File: config.mk
export PLATFORM = sky130hd
export DESIGN_NAME = irq_vector_resolver
export DESIGN_NICKNAME = d
export VERILOG_FILES = /design/src/rtl/irqv_pkg.sv /design/src/rtl/irqv_sci_req.sv /design/src/rtl/irqv_prio_enc.sv /design/src/rtl/irq_vector_resolver.sv
export SDC_FILE = /design/constraint.sdc
export NUM_CORES = 1
export LEC_CHECK = 0
export BUFFER_PORTS_ARGS = -buffer_cell sky130_fd_sc_hd__buf_2
export CORE_AREA = 8 8 52 54
export CTS_CLUSTER_DIAMETER = 80
export CTS_CLUSTER_SIZE = 40
export DETAILED_ROUTE_END_ITERATION = 10
export DIE_AREA = 0 0 60 62
export GPL_TIMING_DRIVEN = 0
export PLACE_DENSITY = 0.81
export SYNTH_ARGS = -nofsm -noshare
export SYNTH_HDL_FRONTEND = slang
export SYNTH_SLANG_ARGS = --single-unit
File: constraint.sdc
create_clock -name clk -period 4.36 [get_ports clk]
set_input_delay 0.218 -clock clk [delete_from_list [all_inputs] [get_ports clk]]
set_output_delay 0.218 -clock clk [all_outputs]
set_load 0.05 [all_outputs]
File: src/rtl/irqv_pkg.sv
// Package: shared widths and vector constants for the interrupt resolver.
// Assumes a 16-bit vector space with two-byte vector slots.
package irqv_pkg;
    localparam int VEC_W = 16;
    localparam logic [VEC_W-1:0] VEC_ILLEGAL = 16'hFFF8;
    localparam logic [VEC_W-1:0] VEC_SWI     = 16'hFFF6;
    localparam logic [VEC_W-1:0] VEC_NMI     = 16'hFFF4;
    localparam logic [VEC_W-1:0] VEC_MASK_TOP = 16'hFFF2;
    localparam int SLOT_BYTES = 2;
endpackage

File: src/rtl/irqv_sci_req.sv
// Module: irqv_sci_req
// Forms the single serial-communications request from its status flags,
// per-event enables and the receiver/transmitter enables. Pure combinational.
module irqv_sci_req (
    input  logic rx_full,
    input  logic rx_overrun,
    input  logic tx_empty,
    input  logic tx_done,
    input  logic rx_idle,
    input  logic rx_ie,
    input  logic tx_empty_ie,
    input  logic tx_done_ie,
    input  logic idle_ie,
    input  logic rx_on,
    input  logic tx_on,
    output logic req
);
    logic rx_term, tx_term;

    // Combine receive-side and transmit-side qualified events.
    always_comb begin
        rx_term = rx_on & (((rx_full | rx_overrun) & rx_ie) | (rx_idle & idle_ie));
        tx_term = tx_on & ((tx_empty & tx_empty_ie) | (tx_done & tx_done_ie));
        req     = rx_term | tx_term;
    end
endmodule

File: src/rtl/irqv_prio_enc.sv
// Module: irqv_prio_enc
// Fixed-priority encoder: reports whether any request is set and the index of
// the lowest-numbered set bit (index 0 is the highest priority).
module irqv_prio_enc #(
    parameter int N = 15,
    localparam int IDX_W = (N > 1) ? $clog2(N) : 1
) (
    input  logic [N-1:0]     req,
    output logic             any,
    output logic [IDX_W-1:0] idx
);
    // Walk from lowest priority upward so the highest-priority hit is kept.
    always_comb begin
        any = |req;
        idx = '0;
        for (int k = N - 1; k >= 0; k--) begin
            if (req[k]) idx = IDX_W'(k);
        end
    end
endmodule

File: src/rtl/irq_vector_resolver.sv
// Module: irq_vector_resolver (top)
// Selects the vector of the highest-priority request: non-maskable request,
// then the maskable sources in fixed order, then the decoder traps. Registers
// the result at each instruction-boundary strobe. Assumes flags and enables
// are synchronous to clk and that trap strobes are valid with boundary_stb.
module irq_vector_resolver
    import irqv_pkg::*;
#(
    parameter int N_TMR = 12
) (
    input  logic             clk,
    input  logic             rst_n,
    input  logic             boundary_stb,
    input  logic             mask_x,
    input  logic             mask_i,
    input  logic             nmi_n,
    input  logic             irq_n,
    input  logic             trap_illegal,
    input  logic             trap_swi,
    input  logic [N_TMR-1:0] tmr_flag,
    input  logic [N_TMR-1:0] tmr_en,
    input  logic             spi_flag,
    input  logic             spi_fault,
    input  logic             spi_en,
    input  logic             sci_rx_full,
    input  logic             sci_rx_overrun,
    input  logic             sci_tx_empty,
    input  logic             sci_tx_done,
    input  logic             sci_rx_idle,
    input  logic             sci_rx_ie,
    input  logic             sci_tx_empty_ie,
    input  logic             sci_tx_done_ie,
    input  logic             sci_idle_ie,
    input  logic             sci_rx_on,
    input  logic             sci_tx_on,
    output logic [VEC_W-1:0] vec_addr,
    output logic             vec_valid,
    output logic             wake
);
    localparam int N_MASK = N_TMR + 3;
    localparam int IDX_W  = $clog2(N_MASK);

    logic              sci_req, spi_req, nmi_req;
    logic [N_MASK-1:0] mask_req, mask_gated;
    logic              mask_any;
    logic [IDX_W-1:0]  mask_idx;
    logic [VEC_W-1:0]  nxt_addr;
    logic              nxt_valid;

    irqv_sci_req u_sci (
        .rx_full     (sci_rx_full),
        .rx_overrun  (sci_rx_overrun),
        .tx_empty    (sci_tx_empty),
        .tx_done     (sci_tx_done),
        .rx_idle     (sci_rx_idle),
        .rx_ie       (sci_rx_ie),
        .tx_empty_ie (sci_tx_empty_ie),
        .tx_done_ie  (sci_tx_done_ie),
        .idle_ie     (sci_idle_ie),
        .rx_on       (sci_rx_on),
        .tx_on       (sci_tx_on),
        .req         (sci_req)
    );

    // Assemble maskable requests in priority order and apply the global mask.
    always_comb begin
        spi_req    = (spi_flag | spi_fault) & spi_en;
        nmi_req    = ~nmi_n & ~mask_x;
        mask_req   = {sci_req, spi_req, tmr_flag & tmr_en, ~irq_n};
        mask_gated = mask_i ? '0 : mask_req;
    end

    irqv_prio_enc #(.N(N_MASK)) u_enc (
        .req (mask_gated),
        .any (mask_any),
        .idx (mask_idx)
    );

    // Choose the next vector: non-maskable, maskable, illegal trap, software trap.
    always_comb begin
        nxt_valid = 1'b1;
        if (nmi_req)
            nxt_addr = VEC_NMI;
        else if (mask_any)
            nxt_addr = VEC_MASK_TOP - VEC_W'(SLOT_BYTES * int'(mask_idx));
        else if (trap_illegal)
            nxt_addr = VEC_ILLEGAL;
        else if (trap_swi)
            nxt_addr = VEC_SWI;
        else begin
            nxt_addr  = VEC_MASK_TOP;
            nxt_valid = 1'b0;
        end
    end

    // Wake whenever an unmasked interrupt is pending; same gating as selection.
    always_comb wake = nmi_req | mask_any;

    // Hold the chosen vector stable between instruction boundaries.
    always_ff @(posedge clk) begin
        if (!rst_n) begin
            vec_addr  <= VEC_MASK_TOP;
            vec_valid <= 1'b0;
        end else if (boundary_stb) begin
            vec_addr  <= nxt_addr;
            vec_valid <= nxt_valid;
        end
    end
endmodule

Word-level counts from Yosys, hierarchy flattened
Index checks and enable logic that the tools add are counted.
Widths: inputs -> output; s select.

word-level totals
  bits in registers = 17
  word-level logic and storage cells = 46
  output and inout port bits = 18
  bits of input ports = 47

operators by class
  $add $sub $neg = 1
  reductions and logical operators = 1
  mux-type cells = 24
  bitwise logic cells = 18

operators with widths
  operator             count
  $mux 4               16
  $mux 16              2
  $mux 15              1
  $reduce_or 15->1     1
  $and 12x12->12       1
  $and 1x1->1          8
  $sub 5x6->7 const A  1
  $or 1x1->1           6
  $mux 1               4
  $mux 3               1
  $not 1->1            3

Longest topological paths before layout
Gate-level depths: netlist (run 1).

  depth after elaboration = 24
  depth in mapped cells = 9
  mapped depth without buffers = 8

By module
Synthesis (run 1) repeated with hierarchy kept, for this count alone.

second synthesis, totals
  cell total of the unflattened synthesis = 107
  area total of the unflattened synthesis = 714.4 um2

modules (own cells, without submodules)
  module               seq. area each (um2)  instances  cells an instance  area an instance (um2)
  irq_vector_resolver  120.1                 1          75                 524.3
  irqv_prio_enc        0.0                   1          27                 158.9
  irqv_sci_req         0.0                   1          5                  31.3

Worst setup path after synthesis (run 1)
No wires, ideal clock.

  path type = input to output
  start point = input sci_tx_empty
  end point = output wake
  required time = 4.142 ns
  setup slack = 2.530 ns
  stages = 5
  data arrival time = 1.612 ns
  buffers on the path = 0
  cell sequence = a22o_1 > a211oi_2 > a31oi_2 > and2b_2 > o21ai_0

on the way
  cells in the longest elaborated chain, start to end = 7

ends and longest elaborated chain
  what              RTL line                   source
  from (decl)       irq_vector_resolver.sv:27  input logic sci_tx_empty,
  $and 1x1->1       irqv_sci_req.sv:23         tx_term = tx_on & ((tx_empty & tx_empty_ie) | (tx_done & tx_done_ie));
  $or 1x1->1        irqv_sci_req.sv:23
  $and 1x1->1       irqv_sci_req.sv:23
  $or 1x1->1        irqv_sci_req.sv:24         req = rx_term | tx_term;
  $mux 15           irq_vector_resolver.sv:70  mask_gated = mask_i ? '0 : mask_req;
  $reduce_or 15->1  irqv_prio_enc.sv:14        any = |req;
  $or 1x1->1        irq_vector_resolver.sv:97  always_comb wake = nmi_req | mask_any;
  to (decl)         irq_vector_resolver.sv:38  output logic wake

Every way passes these cells.

Worst setup path after layout (run 1)
  start point = input tmr_flag[10]
  end point = output wake

on the way
  cells in the longest elaborated chain, start to end = 4

ends and longest elaborated chain
  what              RTL line                   source
  from (decl)       irq_vector_resolver.sv:20  input logic [N_TMR-1:0] tmr_flag,
  $and 12x12->12    irq_vector_resolver.sv:69  mask_req = {sci_req, spi_req, tmr_flag & tmr_en, ~irq_n};
  $mux 15           irq_vector_resolver.sv:70
  $reduce_or 15->1  irqv_prio_enc.sv:14
  $or 1x1->1        irq_vector_resolver.sv:97

Every way passes these cells.

==> out/summary.txt, run 1 <==
I/O Buffers = 52
Core area = 1900 um2
CTS tree = done
CTS Buffer Depth = 2
CP max FO = 6
Post-Synthesis Cells = 99
Vias = 968
CP Class = input port to output pin
Setup slack, reg-to-reg = 3.69 ns
DIE HEIGHT = 62 um
Largest net degree at the start of global routing = 11
Die X = 60 um
RSZ-0062 raised after global routing = no
Critical path origin = tmr_flag[10]
PwrDens = 219 nW/um2
Slew Viols, Final = 0
EDFF count, synth = 0
Syn Std Cell Area = 708 um2
Sink Count = 6
Area grow syn2layout = 49.5%
Power Total = 0.232 mW
Global-route wire length before repair = 3800 um
Gpl congestion = 0.747
Fin crit share = 42.0%
YS warnings = 0
Drt first pass iters = 4
GRT Total Usage = 13.0%
Fmax achieved = 0.546 GHz
CP required = 4.14 ns
Max_cap viols = 0
Fin crit period = 1.83 ns
CTS clk-pin slew, worst paths = 0.05 ns
Hold/Removal Path Class = input port to flop
Initial core utilization = 37.2%
WL/cell = 12.6 um
Nets@finish = 213
TritonCTS buffer count = 3
Total Wirelength = 2390 um
# diodes = 0
Total grt overflow = 0
Root Buffer = clkbuf_4
Register area share after synthesis = 17.0%
Initial antenna violation count = 0
Vias in the first global route = 999
Fin. Hold Viols = 0
Dominant cells by area after synthesis = dfxtp_1 17%, buf_4 12%, o21ai_0 6.4%
Total Neg Setup Slack = 0 ns
Worst VDD drop = 0.0796 mV
Most common cell in the synthesized netlist = nand2_1
Layout cells sized above 1 = 44.8%
CP Capture Type = output pin
Filler cells = 196
Pleak = 0.538 nW
Status = finished, final reports clean
Layout Utilization = 55.7%
Final ANT Viol Nets = 0
Final HPWL DP = 2140 um
Critical Path AT = 1.61 ns
Endpoints failing setup = 0
Final WS setup = 2.53 ns
Hold Buf Count CTS = 0
Gates resized, CTS repair = 0
Drt drc = 0
Setup crit end = wake
Unique masters post-synth = 36
Critical R2R Launch = vec_addr[1]
Number of H-tree levels = 1
CP Launch Type = input port
Hold path startpoint = trap_swi
I/O pin cnt = 65
Async SR Flop Fraction = 0%
Clock skew = 0 ns
Critical R2R Capture = vec_addr[1]
Clk_lat worst skew = 0.25 ns
Most common flop cell mapped by yosys = dfxtp_1
Initial DRC Count = 19
#FFs+latches synth = 6
Cell taking the most area after synthesis = dfxtp_1
Commonest cells post-synth = 12 x nand2_1, 11 x buf_4, 9 x o21ai_0
Core Rows = 16
Syn avg cell area = 7.15 um2
Die area = 3720 um2
Post-placement setup slack = 2.43 ns
Yosys top cell area share = 17.0%
Vias/cell = 5.09
R2R depth = 2
Setup Buffers After CTS = 0
routing by layer:
metal | track usage (%) | part of all wire (%) | wire, um | vias up
li1 | - | - | - | 484
met1 | 12.9 | 39 | 941 | 427
met2 | 23.5 | 47 | 1130 | 54
met3 | 7.00 | 13 | 308 | 3
met4 | 3.06 | 0.42 | 10 | 0
met5 | 0 | 0 | 0 | -
kinds of logic after synthesis:
family                     share of synthesized area (%)
and+or+nand+nor                                     24.9
buffers and inverters                               14.0
DFF                                                 17.0
adders and majority gates                           1.77
other                                               1.06
AOI/OAI and AO/OA                                   41.3
per-stage QoR:
stage          hold WS, ns  instances  area, um2
2_1_floorplan        0.356        108        742
3_3_place_gp         0.470        187       1040
3_5_place_dp         0.475        187       1040
4_1_cts              0.278        190       1060
5_1_grt              0.313        190       1060
6_report             0.281        190       1060
state kept, by name (all words and copies together), names as in the netlist:
register   flops
vec_valid      1
vec_addr       5
worst max-delay path: stages:
cell      delay (ns)
buf_2           0.10
a22o_1          0.25
a221oi_1        0.28
a31oi_2         0.19
and2b_2         0.27
o21ai_0         0.08
buf_2           0.21
power breakdown:
part | switching [mW] | internal [mW] | total [mW]
logic | 0.0754 | 0.0446 | 0.120
clock network | 0.0205 | 0.0312 | 0.0517
registers | 0.00161 | 0.0590 | 0.0606
worst min path at each step:
| stage | to | cells past startpoint |
|---|---|---|
| after floorplan | vec_addr[2] | 2 |
| after global placement | vec_addr[1] | 2 |
| after detailed placement | vec_addr[4] | 1 |
| after CTS | vec_valid | 3 |
| after global routing | vec_valid | 3 |
| final | vec_valid | 3 |
area by class of cell:
class	count	area, um2	share of cell area [%]
clock buffers	3	22.5	2.13
well taps	27	33.8	3.19
inverters	3	11.3	1.06
multi-input cells	87	523	49.4
repair buffers	52	260	24.6
plain buffers	12	87.6	8.27
flip-flops and latches	6	120	11.3
cell usage in the layout (no fill, tap or decap), drive strengths merged, types with 2 or more instances in the layout:
cell type  instances
o21ai             10
nor2               5
a21boi             2
inv                3
buf               64
dfxtp              6
a22o               2
a21oi              8
nand3              5
conb              11
a22oi              4
clkbuf             3
and2               4
nand2             12
a221oi             3
o22a               2
a31oi              3
(Power assumes the default switching activity.)
==> run 2: changes to the inputs <==
--- a/config.mk
+++ b/config.mk
@@ -6,13 +6,13 @@
 export NUM_CORES = 1
 export LEC_CHECK = 0
 export BUFFER_PORTS_ARGS = -buffer_cell sky130_fd_sc_hd__buf_2
-export CORE_AREA = 8 8 52 54
+export CORE_AREA = 8 8 54 56
 export CTS_CLUSTER_DIAMETER = 80
 export CTS_CLUSTER_SIZE = 40
 export DETAILED_ROUTE_END_ITERATION = 10
-export DIE_AREA = 0 0 60 62
+export DIE_AREA = 0 0 62 64
 export GPL_TIMING_DRIVEN = 0
-export PLACE_DENSITY = 0.81
+export PLACE_DENSITY = 0.75
 export SYNTH_ARGS = -nofsm -noshare
 export SYNTH_HDL_FRONTEND = slang
 export SYNTH_SLANG_ARGS = --single-unit
==> constraint.sdc (replaced) <==
create_clock -name clk -period 1.8 [get_ports clk]
set_input_delay 0.09 -clock clk [delete_from_list [all_inputs] [get_ports clk]]
set_output_delay 0.09 -clock clk [all_outputs]
set_load 0.05 [all_outputs]
==> run 2 against run 1 <==
Sequential power is 140% higher. Clock skew stayed put. Critical path depth stayed put. Register-to-register slack worse by 2.6 ns. Core utilization is 5.3 points lower. Sequential share of layout area hardly changed. Clock-buffer cell count stayed put. Non-clock buffer count stayed put. Global-route usage is 1.3 points lower. Via count is 1.2% lower. Cell count is 0.53% higher. Flip-flop and latch count stayed put.
==> out/summary.txt, run 2 (synthesized netlist as in run 1, its figures left out) <==
Vias in the first global route = 983 (-1.6%)
RSZ-0062 raised after global routing = no
Global-route wire length before repair = 3720 um (-2.0%)
Most frequent standard cell in the layout excluding fill and tap cells = buf_2
Vias/cell = 5.01 (-1.8%)
Endpoints failing setup = 0 (unchanged)
Initial core utilization = 33.6% (-3.6 points)
CTS tree = done
Hold/Removal Path Class = input port to flop
Filler cells = 218 (+11%)
Nets@finish = 213 (unchanged)
Post-placement setup slack = 0.00702 ns (-2.42 ns)
CP Class = input port to output pin
CTS clk-pin slew, worst paths = 0.04 ns (about the same)
Die X = 62 um (+3.3%)
Drt drc = 0 (unchanged)
TritonCTS buffer count = 3 (unchanged)
Fin. Hold Viols = 0 (unchanged)
Critical Path AT = 1.50 ns (-0.11 ns)
Die area = 3970 um2 (+6.7%)
Vias = 956 (-1.2%)
Setup Buffers After CTS = 0 (unchanged)
Max FFs per register = 5 (unchanged)
DIE HEIGHT = 64 um (+3.2%)
Hold Buf Count CTS = 0 (unchanged)
I/O Buffers = 52 (unchanged)
Initial DRC Count = 17 (-2)
CP Capture Type = output pin
Final WS setup = 0.209 ns (-2.32 ns)
Status = finished, final reports clean
Clk_lat worst skew = 0.24 ns (about the same)
Worst VDD drop = 0.271 mV (+240%)
Gpl congestion = 0.735 (-1.7%)
Post-DP Area = 1040 um2 (+0.12%)
CP required = 1.71 ns (-2.43 ns)
Final HPWL DP = 2140 um (about the same)
I/O pin cnt = 65 (unchanged)
Largest registers = vec_addr (5), vec_valid (1)
Gates resized, CTS repair = 0 (unchanged)
WL/cell = 12.6 um (-0.11%)
GRT Total Usage = 11.8% (-1.3 points)
Max_cap viols = 0 (unchanged)
Top reg by flops = vec_addr
Drt first pass iters = 4 (unchanged)
Sink Count = 6 (unchanged)
Fmax achieved = 0.629 GHz
Total Wirelength = 2400 um (+0.42%)
Clock skew = 0 ns (unchanged)
Largest net degree at the start of global routing = 11 (unchanged)
Slew Viols, Final = 0 (unchanged)
Most frequent cells in the layout = 53 x buf_2, 12 x nand2_1, 11 x buf_4, 11 x conb_1, 9 x o21ai_0
Fin crit share = 88.4%
Pleak = 0.538 nW (unchanged)
Number of H-tree levels = 1 (unchanged)
CP Launch Type = input port
Area grow syn2layout = 49.6%
CP max FO = 6 (unchanged)
Layout cells sized above 1 = 44.8% (unchanged)
Root Buffer = clkbuf_4
Fin crit period = 1.59 ns
# diodes = 0 (unchanged)
PwrDens = 530 nW/um2 (+140%)
Core area = 2110 um2 (+11%)
Core Rows = 17 (+1)
Finished Cell Area = 1060 um2 (+0.12%)
CTS Buffer Depth = 2 (unchanged)
Total Neg Setup Slack = 0 ns (unchanged)
Initial antenna violation count = 0 (unchanged)
Final ANT Viol Nets = 0 (unchanged)
Total grt overflow = 0 (unchanged)
## run 2: worst max-delay path, stage by stage
cell and delay [ns]:
buf_2 0.10, a22o_1 0.22, a211oi_2 0.32, a31oi_2 0.19, and2b_2 0.27, o21ai_0 0.08, buf_2 0.21
## run 2: final cells by class
type / count / area [um2] / share of cell area, %
multi-input cells: 87 / 523 / 49.4
repair buffers: 52 / 260 / 24.6
flip-flops and latches: 6 / 120 / 11.3
plain buffers: 12 / 87.6 / 8.26
well taps: 28 / 35.0 / 3.31
clock buffers: 3 / 22.5 / 2.13
inverters: 3 / 11.3 / 1.06
## run 2: final timing paths
path,from,slack [ns],end,cells past startpoint
setup / recovery,sci_tx_empty,0.21,wake,7
hold / removal,trap_swi,0.14,vec_valid,3
setup reg to reg,vec_addr[1],1.13,vec_addr[1],2
hold reg to reg,vec_addr[3],0.48,vec_addr[3],2
## run 2: report_power, final
part	total (mW)	leakage, nW	switching (mW)	internal [mW]
clock	0.124	0.0138	0.0487	0.0754
sequential	0.147	0.0496	0.00404	0.143
combinational	0.291	0.474	0.183	0.108
total	0.562	0.538	0.236	0.326
## run 2: routing by layer
metal / global-route usage, % / part of all wire (%) / routed length [um]
met5: 0 / 0 / 0
met4: 4.27 / 1.0 / 25
met3: 3.40 / 11 / 261
met2: 20.4 / 50 / 1190
met1: 12.8 / 38 / 920
## run 2: per-stage QoR
| step | util, % | power, mW | std cells | hold WS, ns |
|---|---|---|---|---|
| after floorplan | - | 0.347 | 108 | 0.228 |
| after global placement | 49.3 | 0.432 | 188 | 0.382 |
| after detailed placement | 49.3 | 0.438 | 188 | 0.387 |
| after CTS | 50.3 | 0.563 | 191 | 0.133 |
| after global routing | 50.3 | 0.597 | 191 | 0.159 |
| final | 50.3 | 0.562 | 191 | 0.138 |
